<file path="config.mk">
export PLATFORM = sky130hd
export DESIGN_NAME = vlan_table_ctrl
export DESIGN_NICKNAME = d
export VERILOG_FILES = /design/src/rtl/vtab_pkg.sv /design/src/rtl/vtab_store.sv /design/src/rtl/vtab_regs.sv /design/src/rtl/vlan_table_ctrl.sv
export SDC_FILE = /design/constraint.sdc
export NUM_CORES = 1
export LEC_CHECK = 0
export CORE_MARGIN = 2
export CORE_UTILIZATION = 45
export DETAILED_ROUTE_END_ITERATION = 12
export MAX_ROUTING_LAYER = met4
export PLACE_DENSITY = 0.65
export SLEW_MARGIN = 25
export SYNTH_ARGS = -nofsm -noshare
export SYNTH_HDL_FRONTEND = slang
export SYNTH_HIERARCHICAL = 1
export SYNTH_SLANG_ARGS = --single-unit
</file>
<file path="constraint.sdc">
create_clock -name clk -period 3.3 [get_ports clk]
set_input_delay 0.33 -clock clk [delete_from_list [all_inputs] [get_ports clk]]
set_output_delay 0.33 -clock clk [all_outputs]
set_load 0.01 [all_outputs]
</file>
<file path="src/rtl/vtab_pkg.sv">
package vtab_pkg;

  localparam int unsigned BUS_W   = 8;
  localparam int unsigned MASK_W  = 5;
  localparam int unsigned FID_W   = 4;
  localparam int unsigned VID_W   = 12;
  localparam int unsigned ENTRY_W = 1 + MASK_W + FID_W + VID_W;
  localparam int unsigned PAY_W   = ENTRY_W - 1;
  localparam int unsigned NBYTES  = (ENTRY_W + BUS_W - 1) / BUS_W;

  // register addresses; data bytes count downward from the low byte
  localparam logic [BUS_W-1:0] ADR_CMD  = 8'h6E;
  localparam logic [BUS_W-1:0] ADR_IDX  = 8'h6F;
  localparam logic [BUS_W-1:0] ADR_DLOW = 8'h78;

  localparam logic [BUS_W-1:0] OP_READ  = 8'h14;
  localparam logic [BUS_W-1:0] OP_WRITE = 8'h04;

  typedef struct packed {
    logic              valid;
    logic [MASK_W-1:0] ports;
    logic [FID_W-1:0]  fid;
    logic [VID_W-1:0]  vid;
  } vtab_entry_t;

endpackage

</file>
<file path="src/rtl/vtab_store.sv">
module vtab_store
  import vtab_pkg::*;
#(
  parameter int unsigned N_ENTRIES = 16,
  localparam int unsigned IDX_W = $clog2(N_ENTRIES)
) (
  input  logic             clk,
  input  logic             rst,
  input  logic             go_wr,
  input  logic             go_rd,
  input  logic [IDX_W-1:0] idx,
  input  vtab_entry_t      wr_entry,
  output logic             ld_pend,
  output vtab_entry_t      ld_entry
);

  // payload array: no reset, single port, registered read
  logic [PAY_W-1:0]     ram [N_ENTRIES];
  logic [PAY_W-1:0]     rd_q;
  logic [N_ENTRIES-1:0] vld;
  logic                 vld_q;

  always_ff @(posedge clk) begin
    if (go_wr) ram[idx] <= wr_entry[PAY_W-1:0];
    if (go_rd) rd_q <= ram[idx];
  end

  always_ff @(posedge clk) begin
    if (rst) begin
      vld     <= '0;
      vld_q   <= 1'b0;
      ld_pend <= 1'b0;
    end else begin
      if (go_wr) vld[idx] <= wr_entry.valid;
      if (go_rd) vld_q <= vld[idx];
      ld_pend <= go_rd;
    end
  end

  // invalid entries are presented as all zeros
  assign ld_entry = vld_q ? vtab_entry_t'({1'b1, rd_q}) : '0;

endmodule

</file>
<file path="src/rtl/vtab_regs.sv">
module vtab_regs
  import vtab_pkg::*;
#(
  parameter int unsigned N_ENTRIES = 16,
  localparam int unsigned IDX_W = $clog2(N_ENTRIES)
) (
  input  logic             clk,
  input  logic             rst,
  input  logic [BUS_W-1:0] reg_addr,
  input  logic [BUS_W-1:0] reg_wdata,
  input  logic             reg_wr,
  output logic [BUS_W-1:0] reg_rdata,
  input  logic             ld_pend,
  input  vtab_entry_t      ld_entry,
  output logic [BUS_W-1:0] cmd_q,
  output vtab_entry_t      stage,
  output logic             go_wr,
  output logic             go_rd,
  output logic [IDX_W-1:0] idx
);

  localparam int unsigned WIDE_W = NBYTES * BUS_W;
  localparam logic [BUS_W:0] LIMIT = (BUS_W+1)'(N_ENTRIES);

  logic              idx_hit;
  logic              in_range;
  logic [WIDE_W-1:0] data_w;
  logic [WIDE_W-1:0] ld_wide;
  logic [BUS_W-1:0]  rd_mux;

  assign idx_hit  = reg_wr && (reg_addr == ADR_IDX);
  assign in_range = {1'b0, reg_wdata} < LIMIT;
  assign go_rd    = idx_hit && in_range && (cmd_q == OP_READ);
  assign go_wr    = idx_hit && in_range && (cmd_q == OP_WRITE);
  assign idx      = reg_wdata[IDX_W-1:0];

  assign ld_wide  = {{(WIDE_W-ENTRY_W){1'b0}}, ld_entry};
  assign stage    = vtab_entry_t'(data_w[ENTRY_W-1:0]);

  always_ff @(posedge clk) begin
    if (rst)                               cmd_q <= '0;
    else if (reg_wr && reg_addr == ADR_CMD) cmd_q <= reg_wdata;
  end

  for (genvar b = 0; b < NBYTES; b++) begin : g_dbyte
    localparam logic [BUS_W-1:0] BADDR = ADR_DLOW - BUS_W'(b);
    localparam int unsigned      KEEP  =
      (ENTRY_W >= (b+1)*BUS_W) ? BUS_W : ENTRY_W - b*BUS_W;
    localparam logic [BUS_W-1:0] BMASK = BUS_W'((1 << KEEP) - 1);
    logic [BUS_W-1:0] q;
    always_ff @(posedge clk) begin
      if (rst)                                q <= '0;
      else if (reg_wr && reg_addr == BADDR)   q <= reg_wdata & BMASK;
      else if (ld_pend)                       q <= ld_wide[b*BUS_W +: BUS_W];
    end
    assign data_w[b*BUS_W +: BUS_W] = q;
  end

  always_comb begin
    rd_mux = '0;
    if (reg_addr == ADR_CMD) rd_mux = cmd_q;
    for (int b = 0; b < int'(NBYTES); b++) begin
      if (reg_addr == ADR_DLOW - BUS_W'(b)) rd_mux = data_w[b*BUS_W +: BUS_W];
    end
  end

  always_ff @(posedge clk) begin
    if (rst) reg_rdata <= '0;
    else     reg_rdata <= rd_mux;
  end

endmodule

</file>
<file path="src/rtl/vlan_table_ctrl.sv">
module vlan_table_ctrl
  import vtab_pkg::*;
#(
  parameter int unsigned N_ENTRIES = 16
) (
  input  logic       clk,
  input  logic       rst,
  input  logic [7:0] reg_addr,
  input  logic [7:0] reg_wdata,
  input  logic       reg_wr,
  output logic [7:0] reg_rdata
);

  localparam int unsigned IDX_W = $clog2(N_ENTRIES);

  logic [BUS_W-1:0] cmd_q;
  vtab_entry_t      stage;
  vtab_entry_t      ld_entry;
  logic             ld_pend;
  logic             go_wr;
  logic             go_rd;
  logic [IDX_W-1:0] idx;

  vtab_regs #(.N_ENTRIES(N_ENTRIES)) u_regs (
    .clk       (clk),
    .rst       (rst),
    .reg_addr  (reg_addr),
    .reg_wdata (reg_wdata),
    .reg_wr    (reg_wr),
    .reg_rdata (reg_rdata),
    .ld_pend   (ld_pend),
    .ld_entry  (ld_entry),
    .cmd_q     (cmd_q),
    .stage     (stage),
    .go_wr     (go_wr),
    .go_rd     (go_rd),
    .idx       (idx)
  );

  vtab_store #(.N_ENTRIES(N_ENTRIES)) u_store (
    .clk      (clk),
    .rst      (rst),
    .go_wr    (go_wr),
    .go_rd    (go_rd),
    .idx      (idx),
    .wr_entry (stage),
    .ld_pend  (ld_pend),
    .ld_entry (ld_entry)
  );

endmodule

</file>
# Yosys cells after proc, flatten, opt, wreduce, memory -nomap -nowiden
# Memory sizes are Yosys's and may differ from the RTL's. A register that Yosys moved wholly into a read port is not among the register bits.
# Index checks and enable logic that the tools add are counted.
[word_totals] ramBits=336 register_bits=56 wordCells=51 inputBits=19 out_inout_bits=8 n_memories=1
[classes] n_mux=18 eq_ne=7 n_lt_le_gt_ge=3 n_reduce_logical=13
[memory_table] memory="u_store.ram" words=16 word_bits=21 rd=1 rd_clocked_by_memory_dff=1 wr=1 line="vtab_store.sv:18" source="logic [PAY_W-1:0] ram [N_ENTRIES];"
[ops] operator="8-bit 2-to-1 mux" n=7
[ops] operator="8-bit by 7-bit equality test with 1-bit output, second input constant" n=5
[ops] operator="22-bit 2-to-1 mux" n=1
[ops] operator="6-bit 2-to-1 mux" n=3
[ops] operator="16-bit bitwise mux" n=1
[ops] operator="1-bit logical AND" n=9
[ops] operator="8-bit by 3-bit equality test with 1-bit output, second input constant" n=1
[ops] operator="8-bit by 5-bit equality test with 1-bit output, second input constant" n=1
[ops] operator="8-bit by 5-bit less-than comparator with 1-bit output, second input constant" n=1
[ops] operator="2-bit nonzero test" n=3
[ops] operator="4-bit by 5-bit less-than comparator with 1-bit output, second input constant" n=1
[ops] operator="1-bit binary-select mux with 4-bit select" n=1
[ops] operator="1-bit demux with 4-bit select" n=1
[ops] operator="4-bit by 1-bit greater-or-equal comparator with 1-bit output, second input constant" n=1
[ops] operator="1-bit 2-to-1 mux" n=4
[ops] operator="2-bit OR reduction" n=1

# Logic depth before layout (Yosys ltp)
# Gate-level depths: netlist of the first run.
[logic_depth] ltp_word=6 mapped_depth=8 mapped_depth_nobuf=7

# Cells and area by module
# The synthesis of the first run kept the hierarchy.
[by_module_without_submodules] module="vtab_store" instances=1 area_per_inst_um2=14382.5 seq_area_each_um2=11080.6 cells_per_inst=629
[by_module_without_submodules] module="vtab_regs" instances=1 area_per_inst_um2=2035.7 seq_area_each_um2=760.7 cells_per_inst=216

# Worst setup path after synthesis of the first run
# OpenSTA, ideal clock, no wires.
[synth_path] path_kind="input-to-reg" start="input reg_addr[2]" end="memory u_store/ram[4][0] (netlist name) (enable)" cell_stages=7 required_ps=2901 setup_ps=399 path_buffers=2 slack_ps=208 arrival_time_ps=2693 cell_sequence="buf_4 nand3b_1 nor4_1 nor2b_1 or3b_1 clkbuf_1 nor2_1"
[synth_between] elab_chain_len=6
[synth_rtl] element="start, declared" line="vlan_table_ctrl.sv:8" source="input logic [7:0] reg_addr,"
[synth_rtl] element="8-bit by 7-bit equality test with 1-bit output" line="vtab_regs.sv:31" source="assign idx_hit = reg_wr && (reg_addr == ADR_IDX);"
[synth_rtl] element="1-bit logical AND" line="vtab_regs.sv:31"
[synth_rtl] element="1-bit logical AND (2 in a row)" line="vtab_regs.sv:34" source="assign go_wr = idx_hit && in_range && (cmd_q == OP_WRITE);"
[synth_rtl] element="net go_wr" line="vlan_table_ctrl.sv:20" source="logic go_wr;"
[synth_rtl] element="1-bit 2-to-1 mux" line="vtab_store.sv:24" source="if (go_wr) ram[idx] <= wr_entry[PAY_W-1:0];"
[synth_rtl] element="1-bit 2-to-1 mux (not written as such)" line="vtab_store.sv:24"
[synth_rtl] element="end, declared" line="vtab_store.sv:18"
# The timed path passes the listed nets, and every way through them passes these cells.

# Worst setup path after layout of the first run
[layout_path] start="register u_regs.cmd_q[5]" end="memory u_store/ram[0][11] (netlist name) (enable)"
[layout_between] elab_chain_len=4
[layout_rtl] element="start, declared" line="vtab_regs.sv:15" source="output logic [BUS_W-1:0] cmd_q,"
[layout_rtl] element="start signal, assigned" line="vtab_regs.sv:42" source="else if (reg_wr && reg_addr == ADR_CMD) cmd_q <= reg_wdata;"
[layout_rtl] element="8-bit by 3-bit equality test with 1-bit output" line="vtab_regs.sv:34"
[layout_rtl] element="1-bit logical AND" line="vtab_regs.sv:34"
[layout_rtl] element="net go_wr" line="vlan_table_ctrl.sv:20"
[layout_rtl] element="1-bit 2-to-1 mux" line="vtab_store.sv:24"
[layout_rtl] element="1-bit 2-to-1 mux (not written as such)" line="vtab_store.sv:24"
# The timed path passes the listed nets, and every way through them passes these cells.

==> results.md, run 1 <==
- Port buffer count: 26
- Post-route cell area: 19000 µm²
- Register bit count reported by yosys: 413
- Register area share after synthesis: 72.1%
- Core area: 35700 µm²
- Worst slew margin: 29.3%
- Final slew viol count: 0
- First-pass GRT wire length: 55600 µm
- Max_cap viols: 0
- Tmin final: 2.63 ns
- Starting Density: 45.9%
- Die width: 195 µm
- Routed wire length: 36800 µm
- Multi-input logic area: 4270 µm²
- Async SR Flop Fraction: 0%
- Die Y: 195 µm
- Final Skew: 0.0173 ns
- Final core utilization: 53.1%
- Syn Nets: 864
- Area Growth Syn to Fin: 15.7%
- Gr busiest metal: met2
- Switching share of power: 19.5%
- CTS tree: yes
- Via Count: 8345
- Setup violators final: 0
- Hold Vio Cnt, Final: 0
- Hold-fix buffers, CTS: 0
- Clk pin slew, worst setup/hold paths: 0.06 ns
- First DRT Iteration DRCs: 853
- Initial antenna violation count: 0
- Netlist cell types: 48
- Worst EP arrival: 2.87 ns
- Num CTS Buffers: 42
- Layout cells sized above 1: 27.3%
- Number of synthesized flops with an enable pin: 357
- Post-synth top area share: 65.3%
- Combinational share of power: 3.3%
- Nets: 929
- Clk sink count: 413
- Synth area leader: edfxtp_1
- Hold slack: 0.249 ns
- Vias in the first global route: 8539
- Ys Warns: 6
- Crit path launch type: flip-flop
- Tcrit/Tclk final: 79.6%
- Critical path class: flip-flop to flip-flop
- Sequential Power Share: 51.8%
- Post-DP HPWL: 22200 µm
- Synth top area cells: edfxtp_1 (65%), mux4_2 (14%), dfxtp_1 (6.8%)
- Routing usage on met3: 2.78%
- Post-route ant nets: 0
- Longest Clk Path Bufs: 3
- Most common cell in the synthesized netlist: edfxtp_1
- Final std cells w/o fill: 1404
- Via density: 5.94
- Cells after DPL: 1327
- Fillcell total: 2787
- Slew @ Worst Pin: 1.06 ns
- Post-Syn Instances: 845
- Avg Inst Size Synth: 19.4 µm²
- Worst path required time: 3.54 ns
- Residual DRC: 0
- Worst Hold Class: primary input to flip-flop
- Met2 GRT Util: 32.5%
- Worst Setup End Kind: flip-flop
- Mapped Area: 16400 µm²
- Leak pwr: 6.04 nW
- Worst-path maximum fanout: 7
- RePlAce Congestion: 0.844
- Detailed Routing Iterations Pass 1: 5
- Largest net degree at the start of global routing: 48
- RSZ-0062 raised after global routing: false
- GRT Total Usage: 20.4%
- Placed Area: 17600 µm²
- Pwr/cell area: 569 nW/µm²
- Worst skew pair latency: 0.55 ns
- Sequential cell area: 11800 µm²
- DR WL/cell: 26.2 µm
- FMAX: 381 MHz
- Post_cts resized: 0
- GR Overflow Total: 0
- Synth cell count leaders: edfxtp_1 (357), mux4_2 (101), dfxtp_1 (56), nor2_1 (56), mux2i_1 (32)
- Setup bufs post-CTS: 0
- H-tree lvl count: 2
- Io pins: 27
- Internal: 8.70 mW
- Diodes inserted: 0
- Status: completed
- # rows: 69
- Clk root buf: clkbuf_16
- Main flop type after synthesis: edfxtp_1
- Clk pwr share: 44.8%
- GRT met1 Usage: 27.6%
- Post-route setup TNS: 0 ns
- Switching component of the power: 2.11 mW
- Die area: 38000 µm²
- Worst vdd ir: 0.335 mV
==> placed cells by master, fill, tap and decap left out, types with 4 or more instances in the layout <==
cell type	n
a2111oi_2	6
a211oi_1	14
a211oi_2	8
a21oi_1	22
and2_1	23
buf_12	18
buf_4	37
bufinv_16	6
clkbuf_1	9
clkbuf_16	43
clkdlybuf4s50_1	21
clkinv_1	5
clkinv_2	7
dfxtp_1	56
edfxtp_1	357
mux2i_1	32
mux4_1	8
mux4_2	101
nand2_1	5
nand3_1	15
nand3b_1	5
nand4_1	5
nor2_1	40
nor2_2	16
nor2b_1	12
o21ai_0	12
o21ai_1	4
o22a_1	6
o22ai_1	6
==> through the flow <==
stage | setup WS, ns | total power [mW]
2_1_floorplan | 0.208 | 5.97
3_3_place_gp | 0.252 | 6.08
3_5_place_dp | 0.251 | 6.08
4_1_cts | 0.674 | 10.9
5_1_grt | 0.474 | 11.1
6_report | 0.674 | 10.8
==> power by group through the flow <==
stage | Clock (mW) | Combinational [mW] | Sequential [mW]
global route | 5.13 | 0.385 | 5.60
CTS | 4.94 | 0.366 | 5.60
finish | 4.85 | 0.362 | 5.60
detailed placement | 0 | 0.364 | 5.71
global placement | 0 | 0.362 | 5.71
floorplan | 0 | 0.260 | 5.71
==> state kept, by name (all words and copies together), names as in the netlist <==
name,cells
u_store/vld,16
u_store/ram,336
u_store/ld_pend,1
u_regs/g_dbyte.q,22
u_regs/reg_rdata,8
u_regs/cmd_q,8
u_store/vld_q,1
u_store/rd_q,21
==> cells by family (layout without fill, tap and decap cells) <==
logic type	after synthesis	in the layout	synth area share, %
AO/OA/AOI/OAI	84	84	3.80
multiplexers	141	141	17.1
AND/OR/NAND/NOR	146	146	4.86
buffers and inverters	61	159	2.13
flip-flops	413	413	72.1
==> area by class of cell <==
type,count,area share [%]
clock buffer,54,5.99
clock inverter,23,1.51
inverter,2,0.0395
multi-input combinational,371,22.5
sequential,413,62.3
tap,461,3.04
timing repair buffer,80,4.61
==> final timing paths <==
path                            depth (start not counted)                           end                          from  slack (ns)
worst max-delay path                                    7  u_store/ram[0][11]$_DFFE_PP_  u_regs/cmd_q[5]$_SDFFE_PP0P_        0.67
worst min-delay path                                    3  u_store/vld[14]$_SDFFE_PP0P_                  reg_wdata[3]        0.25
worst min register to register                          2   u_store/vld[5]$_SDFFE_PP0P_   u_store/vld[5]$_SDFFE_PP0P_        0.48
worst max register to register                          7  u_store/ram[0][11]$_DFFE_PP_  u_regs/cmd_q[5]$_SDFFE_PP0P_        0.67
==> routing by layer <==
metal | vias up | share of wire, %
met5 | - | 0
met1 | 4377 | 42
li1 | 3593 | -
met3 | 69 | 5.9
met4 | 0 | 2.6
met2 | 306 | 49
==> worst max-delay path: stages (launching register included) <==
cell and delay (ns):
dfxtp_1 0.35, nor4b_1 0.30, nand2_1 0.09, nor4_1 0.33
nor2b_1 0.26, or3b_1 0.52, nor2_2 0.24, buf_4 0.23
Note: power is estimated with default switching activity, not from simulation.
==> run 2, diff against run 1 <==
Clock period 3.3 ns to 2.1 ns, I/O delays scaled along.
==> results.md, run 2 (synthesis gave the netlist of run 1 again) <==
- Worst path required time: 2.35 ns (-1.19 ns)
- Final Skew: 0.0154 ns (-0.00199 ns)
- Die width: 195 µm (unchanged)
- First DRT Iteration DRCs: 790 (-7.4%)
- Worst slew margin: 44.8% (+16 points)
- Worst EP arrival: 2.62 ns (-0.25 ns)
- Diodes inserted: 0 (unchanged)
- Critical path class: flip-flop to flip-flop
- Tcrit/Tclk final: 113% (+33 points)
- Hold-fix buffers, CTS: 0 (unchanged)
- Starting Density: 45.9% (unchanged)
- Initial antenna violation count: 0 (unchanged)
- Largest register by flop count: u_store/ram
- Largest regs: u_store/ram: 336 flops, u_regs/g_dbyte.q: 22 flops, u_store/rd_q: 21 flops
- Post-DP HPWL: 23100 µm (+4.1%)
- # rows: 69 (unchanged)
- H-tree lvl count: 2 (unchanged)
- Worst-path maximum fanout: 5 (-2)
- Placed Area: 18300 µm² (+4.4%)
- Most common cell after layout, fill and taps aside: edfxtp_1
- Tmin final: 2.37 ns (-0.255 ns)
- Worst vdd ir: 0.531 mV (+59%)
- GRT Total Usage: 19.6% (-0.84 points)
- Post-route ant nets: 0 (unchanged)
- Failing checks: negative setup slack
- Layout cells sized above 1: 33.9% (+6.7 points)
- Final std cells w/o fill: 1481 (+5.5%)
- DR WL/cell: 23.9 µm (-8.8%)
- Hold slack: 0.139 ns (-0.109 ns)
- Cells after DPL: 1401 (+5.6%)
- Max_cap viols: 0 (unchanged)
- Clk pin slew, worst setup/hold paths: 0.06 ns (about the same)
- CTS tree: yes
- FMAX: 422 MHz (+11%)
- Detailed Routing Iterations Pass 1: 6 (+1)
- Slew @ Worst Pin: 0.827 ns (-0.233 ns)
- Most frequent cells in the layout: edfxtp_1 (357), mux4_2 (101), buf_4 (87), dfxtp_1 (54), clkbuf_16 (43)
- Num CTS Buffers: 42 (unchanged)
- Via density: 5.79 (-2.5%)
- Port buffer count: 26 (unchanged)
- Pwr/cell area: 840 nW/µm² (+48%)
- Worst Hold Class: primary input to flip-flop
- Core area: 35700 µm² (unchanged)
- Die area: 38000 µm² (unchanged)
- Worst skew pair latency: 0.55 ns (about the same)
- Fillcell total: 2685 (-3.7%)
- GR Overflow Total: 0 (unchanged)
- Io pins: 27 (unchanged)
- Setup violators final: 344 (+344)
- Residual DRC: 0 (unchanged)
- Routed wire length: 35400 µm (-3.8%)
- First-pass GRT wire length: 53900 µm (-3.1%)
- RSZ-0062 raised after global routing: true
- RePlAce Congestion: 0.846 (+0.33%)
- Sequential cell area: 11800 µm² (about the same)
- Hold Vio Cnt, Final: 0 (unchanged)
- Post-route cell area: 19900 µm² (+4.8%)
- Nets: 1009 (+8.6%)
- Die Y: 195 µm (unchanged)
- Leak pwr: 6.50 nW (+7.7%)
- Multi-input logic area: 4420 µm² (+3.6%)
- Crit path launch type: flip-flop
- Largest net degree at the start of global routing: 38 (-21%)
- Area Growth Syn to Fin: 21.2%
- Final worst slack: -0.271 ns (-0.945 ns)
- Vias in the first global route: 8620 (+0.95%)
- Max reg flops: 336 (unchanged)
- Clk sink count: 413 (unchanged)
- Final slew viol count: 0 (unchanged)
- Clk root buf: clkbuf_16
- Via Count: 8582 (+2.8%)
- Status: finished, violations left
- Longest Clk Path Bufs: 3 (unchanged)
- Worst Setup End Kind: flip-flop
==> run 2: power by group <==
part,internal (mW),leakage (nW),switching (mW),total (mW)
clock network,4.21,0.653,3.03,7.24
logic,0.342,2.10,0.340,0.682
registers,8.80,3.75,0.000843,8.80
total,13.4,6.50,3.37,16.7
==> run 2: what timing repair did <==
item,CTS,global route
setup buffers,7,0
pin swaps,10,8
cloned,2,1
endpoints found under the setup margin,352,352
resized for setup,23,19
==> run 2: worst paths after layout <==
kind | from | end | slack, ns | cells past startpoint
setup / recovery | u_regs/cmd_q[1]$_SDFFE_PP0P_ | u_store/ram[12][19]$_DFFE_PP_ | -0.27 | 8
hold reg to reg | u_store/vld[11]$_SDFFE_PP0P_ | u_store/vld[11]$_SDFFE_PP0P_ | 0.47 | 2
setup reg to reg | u_regs/cmd_q[1]$_SDFFE_PP0P_ | u_store/ram[12][19]$_DFFE_PP_ | -0.27 | 8
hold / removal | reg_wdata[3] | u_regs/g_dbyte[0].q[3]$_SDFFE_PP0P_ | 0.14 | 3
==> run 2: worst max-delay path, stage by stage, from the launching register on <==
cell	delay, ns
dfxtp_2	0.33
nor4_2	0.23
nand3_1	0.15
nor4_4	0.24
buf_4	0.15
nor2b_4	0.13
or3b_4	0.48
nor2_4	0.19
buf_4	0.17
==> run 2: through the flow <==
step           util (%)  setup WS [ns]  total power [mW]  TNS (ns)
3_5_place_dp       51.3         -0.728              9.65   -229.35
4_1_cts            55.7         -0.340              16.8    -83.66
6_report           55.7         -0.271              16.7    -64.99
5_1_grt            55.7         -0.397              17.2   -108.63
2_1_floorplan         -         -0.312              9.39    -83.31
3_3_place_gp       51.3         -0.711              9.65   -216.42
==> run 2: layout make-up <==
cell class                      count  area share (%)
Clock buffer                       53            5.49
Sequential cell                   413            59.5
Inverter                            2          0.0377
Timing Repair Buffer              160            8.65
Tap cell                          461            2.90
Clock inverter                     21            1.21
Multi-Input combinational cell    371            22.2
==> run 2: metal layers <==
layer,global-route usage (%),up-vias,part of all wire (%)
li1,-,3747,-
met1,28.4,4502,45
met2,28.7,282,46
met3,3.71,51,6.6
met4,4.98,0,1.8
met5,-,-,0
==> run 3, diff against run 2 <==
Settings changed: CORE_MARGIN 2 to 5, CORE_UTILIZATION 45 to 56, PLACE_DENSITY 0.65 to 0.77.
==> results.md, run 3 (synthesis gave the netlist of run 1 again) <==
- Port buffer count: 26 (unchanged)
- Final worst slack: -0.423 ns (-0.152 ns)
- Failing checks: negative setup slack
- Max_cap viols: 0 (unchanged)
- Pwr/cell area: 830 nW/µm² (-1.2%)
- Crit path launch type: flip-flop
- Die Y: 181 µm (-7.1%)
- GR Overflow Total: 0 (unchanged)
- Tcrit/Tclk final: 120% (+7.3 points)
- Longest Clk Path Bufs: 3 (unchanged)
- Tmin final: 2.52 ns (+0.152 ns)
- Leak pwr: 6.57 nW (+1.0%)
- Layout cells sized above 1: 35.4% (+1.5 points)
- First-pass GRT wire length: 62300 µm (+16%)
- Setup violators final: 347 (+0.87%)
- Residual DRC: 0 (unchanged)
- Hold Vio Cnt, Final: 0 (unchanged)
- Status: finished, violations left
- Worst Hold Class: primary input to flip-flop
- Slew @ Worst Pin: 0.794 ns (-0.0329 ns)
- Clk root buf: clkbuf_16
- Clk sink count: 413 (unchanged)
- Switching component of the power: 3.28 mW (-2.7%)
- FMAX: 396 MHz (-6.0%)
- Nets: 1018 (+0.89%)
- RSZ-0062 raised after global routing: true
- Clk pwr share: 43.1% (-0.2 points)
- Largest net degree at the start of global routing: 25 (-34%)
- RePlAce Congestion: 0.900 (+6.4%)
- Die width: 181 µm (-7.1%)
- Worst EP arrival: 2.75 ns (+0.13 ns)
- Dpl ws: -0.856 ns (-0.128 ns)
- Routed wire length: 42400 µm (+20%)
- Post-DP HPWL: 23000 µm (-0.16%)
- Most common cell after layout, fill and taps aside: edfxtp_1
- Worst-path maximum fanout: 6 (+1)
- Core area: 28900 µm² (-19%)
- Initial antenna violation count: 0 (unchanged)
- Worst vdd ir: 0.536 mV (+0.95%)
- Io pins: 27 (unchanged)
- Hold-fix buffers, CTS: 0 (unchanged)
- Largest register by flop count: u_store/ram
- Worst Setup End Kind: flip-flop
- Worst path required time: 2.33 ns (-0.02 ns)
- Max reg flops: 336 (unchanged)
- First DRT Iteration DRCs: 1063 (+35%)
- Detailed Routing Iterations Pass 1: 5 (-1)
- Critical path class: flip-flop to flip-flop
- Area Growth Syn to Fin: 21.9%
- Via density: 6.59 (+14%)
- Diodes inserted: 0 (unchanged)
- Hold slack: 0.157 ns (+0.0173 ns)
- Num CTS Buffers: 40 (-4.8%)
- Clk pin slew, worst setup/hold paths: 0.06 ns (about the same)
- Final Skew: 0.0164 ns (+0.00106 ns)
- H-tree lvl count: 2 (unchanged)
- Sequential Power Share: 52.9% (+0.3 points)
- Largest regs: u_store/ram: 336 flops, u_regs/g_dbyte.q: 22 flops, u_store/rd_q: 21 flops
- Combinational share of power: 4.0% (about the same)
- Final slew viol count: 0 (unchanged)
- Die area: 32800 µm² (-14%)
- Most frequent cells in the layout: edfxtp_1 (357), mux4_2 (101), buf_4 (88), dfxtp_1 (54), clkbuf_16 (44)
- GRT Total Usage: 26.2% (+6.7 points)
- Post-route ant nets: 0 (unchanged)
- DR WL/cell: 29.9 µm (+25%)
- Worst skew pair latency: 0.53 ns (-0.02 ns)
- Worst slew margin: 47.0% (+2.2 points)
- Starting Density: 56.9% (+11 points)
- Internal: 13.3 mW (about the same)
- # rows: 62 (-10%)
- Vias in the first global route: 9655 (+12%)
- Switching share of power: 19.7% (-0.43 points)
- Via Count: 9324 (+8.6%)
- CTS tree: yes
[run 3: cell count changes in the layout (fill, tap and decap cells not counted), moves of 4 or more]
cell	previous run	this run
clkbuf_8	0	8
clkinv_2	6	2
o21ai_0	7	1
buf_6	17	21
o21ai_2	4	10
[run 3: cell type report]
type	count	area [µm²]
Sequential cell	413	11800
Fill cell	1687	8840
Multi-Input combinational cell	371	4450
Timing Repair Buffer	171	1920
Clock buffer	64	1210
Tap cell	384	480
Clock inverter	10	109
Inverter	2	7.51
[run 3: layer usage]
| layer | up-vias | GRT usage [%] | wire length, µm |
|---|---|---|---|
| li1 | 3773 | - | - |
| met1 | 4811 | 33.6 | 15600 |
| met2 | 609 | 43.0 | 21300 |
| met3 | 131 | 5.17 | 3630 |
| met4 | 0 | 8.50 | 1750 |
| met5 | - | - | 0 |
[run 3: metrics by stage]
stage	cell area [µm²]	std cells	power, mW	util, %	TNS, ns
2_1_floorplan	16600	845	9.39	-	-83.31
3_3_place_gp	18200	1323	9.60	63.2	-240.60
3_5_place_dp	18200	1323	9.61	63.2	-237.43
4_1_cts	19900	1413	16.7	68.9	-92.39
5_1_grt	20000	1415	17.1	69.4	-126.40
6_report	20000	1415	16.6	69.4	-99.62
[run 3: what timing repair did]
item,4_1_cts,5_1_grt
cloned,4,2
buffers inserted,13,2
pin swaps,11,11
resized for setup,27,37
setup endpoints to repair,352,352
[run 3: path summary, 6_finish.rpt]
path | start | end | slack [ns] | cells after the start
setup / recovery | u_regs/cmd_q[1]$_SDFFE_PP0P_ | u_store/ram[12][7]$_DFFE_PP_ | -0.42 | 9
hold / removal | reg_wdata[2] | u_store/vld[13]$_SDFFE_PP0P_ | 0.16 | 3
setup reg to reg | u_regs/cmd_q[1]$_SDFFE_PP0P_ | u_store/ram[12][7]$_DFFE_PP_ | -0.42 | 9
hold reg to reg | u_store/vld[9]$_SDFFE_PP0P_ | u_store/vld[9]$_SDFFE_PP0P_ | 0.47 | 2
[run 3: worst max-delay path: stages, from the launching register on]
cell and delay, ns:
dfxtp_2 0.33, nor4_2 0.23, nand3_1 0.13, nor4_2 0.26, buf_4 0.16, nor2b_4 0.14, or3b_4 0.50, nor2_4 0.17
buf_6 0.14, buf_12 0.15
[run 3: power groups by stage]
| stage | Combinational [mW] | Clock, mW | Sequential [mW] |
|---|---|---|---|
| after floorplan | 0.417 | 0 | 8.98 |
| after global placement | 0.628 | 0 | 8.98 |
| final | 0.663 | 7.16 | 8.80 |
| after detailed placement | 0.639 | 0 | 8.98 |
| after global routing | 0.698 | 7.60 | 8.79 |
| after CTS | 0.653 | 7.23 | 8.80 |
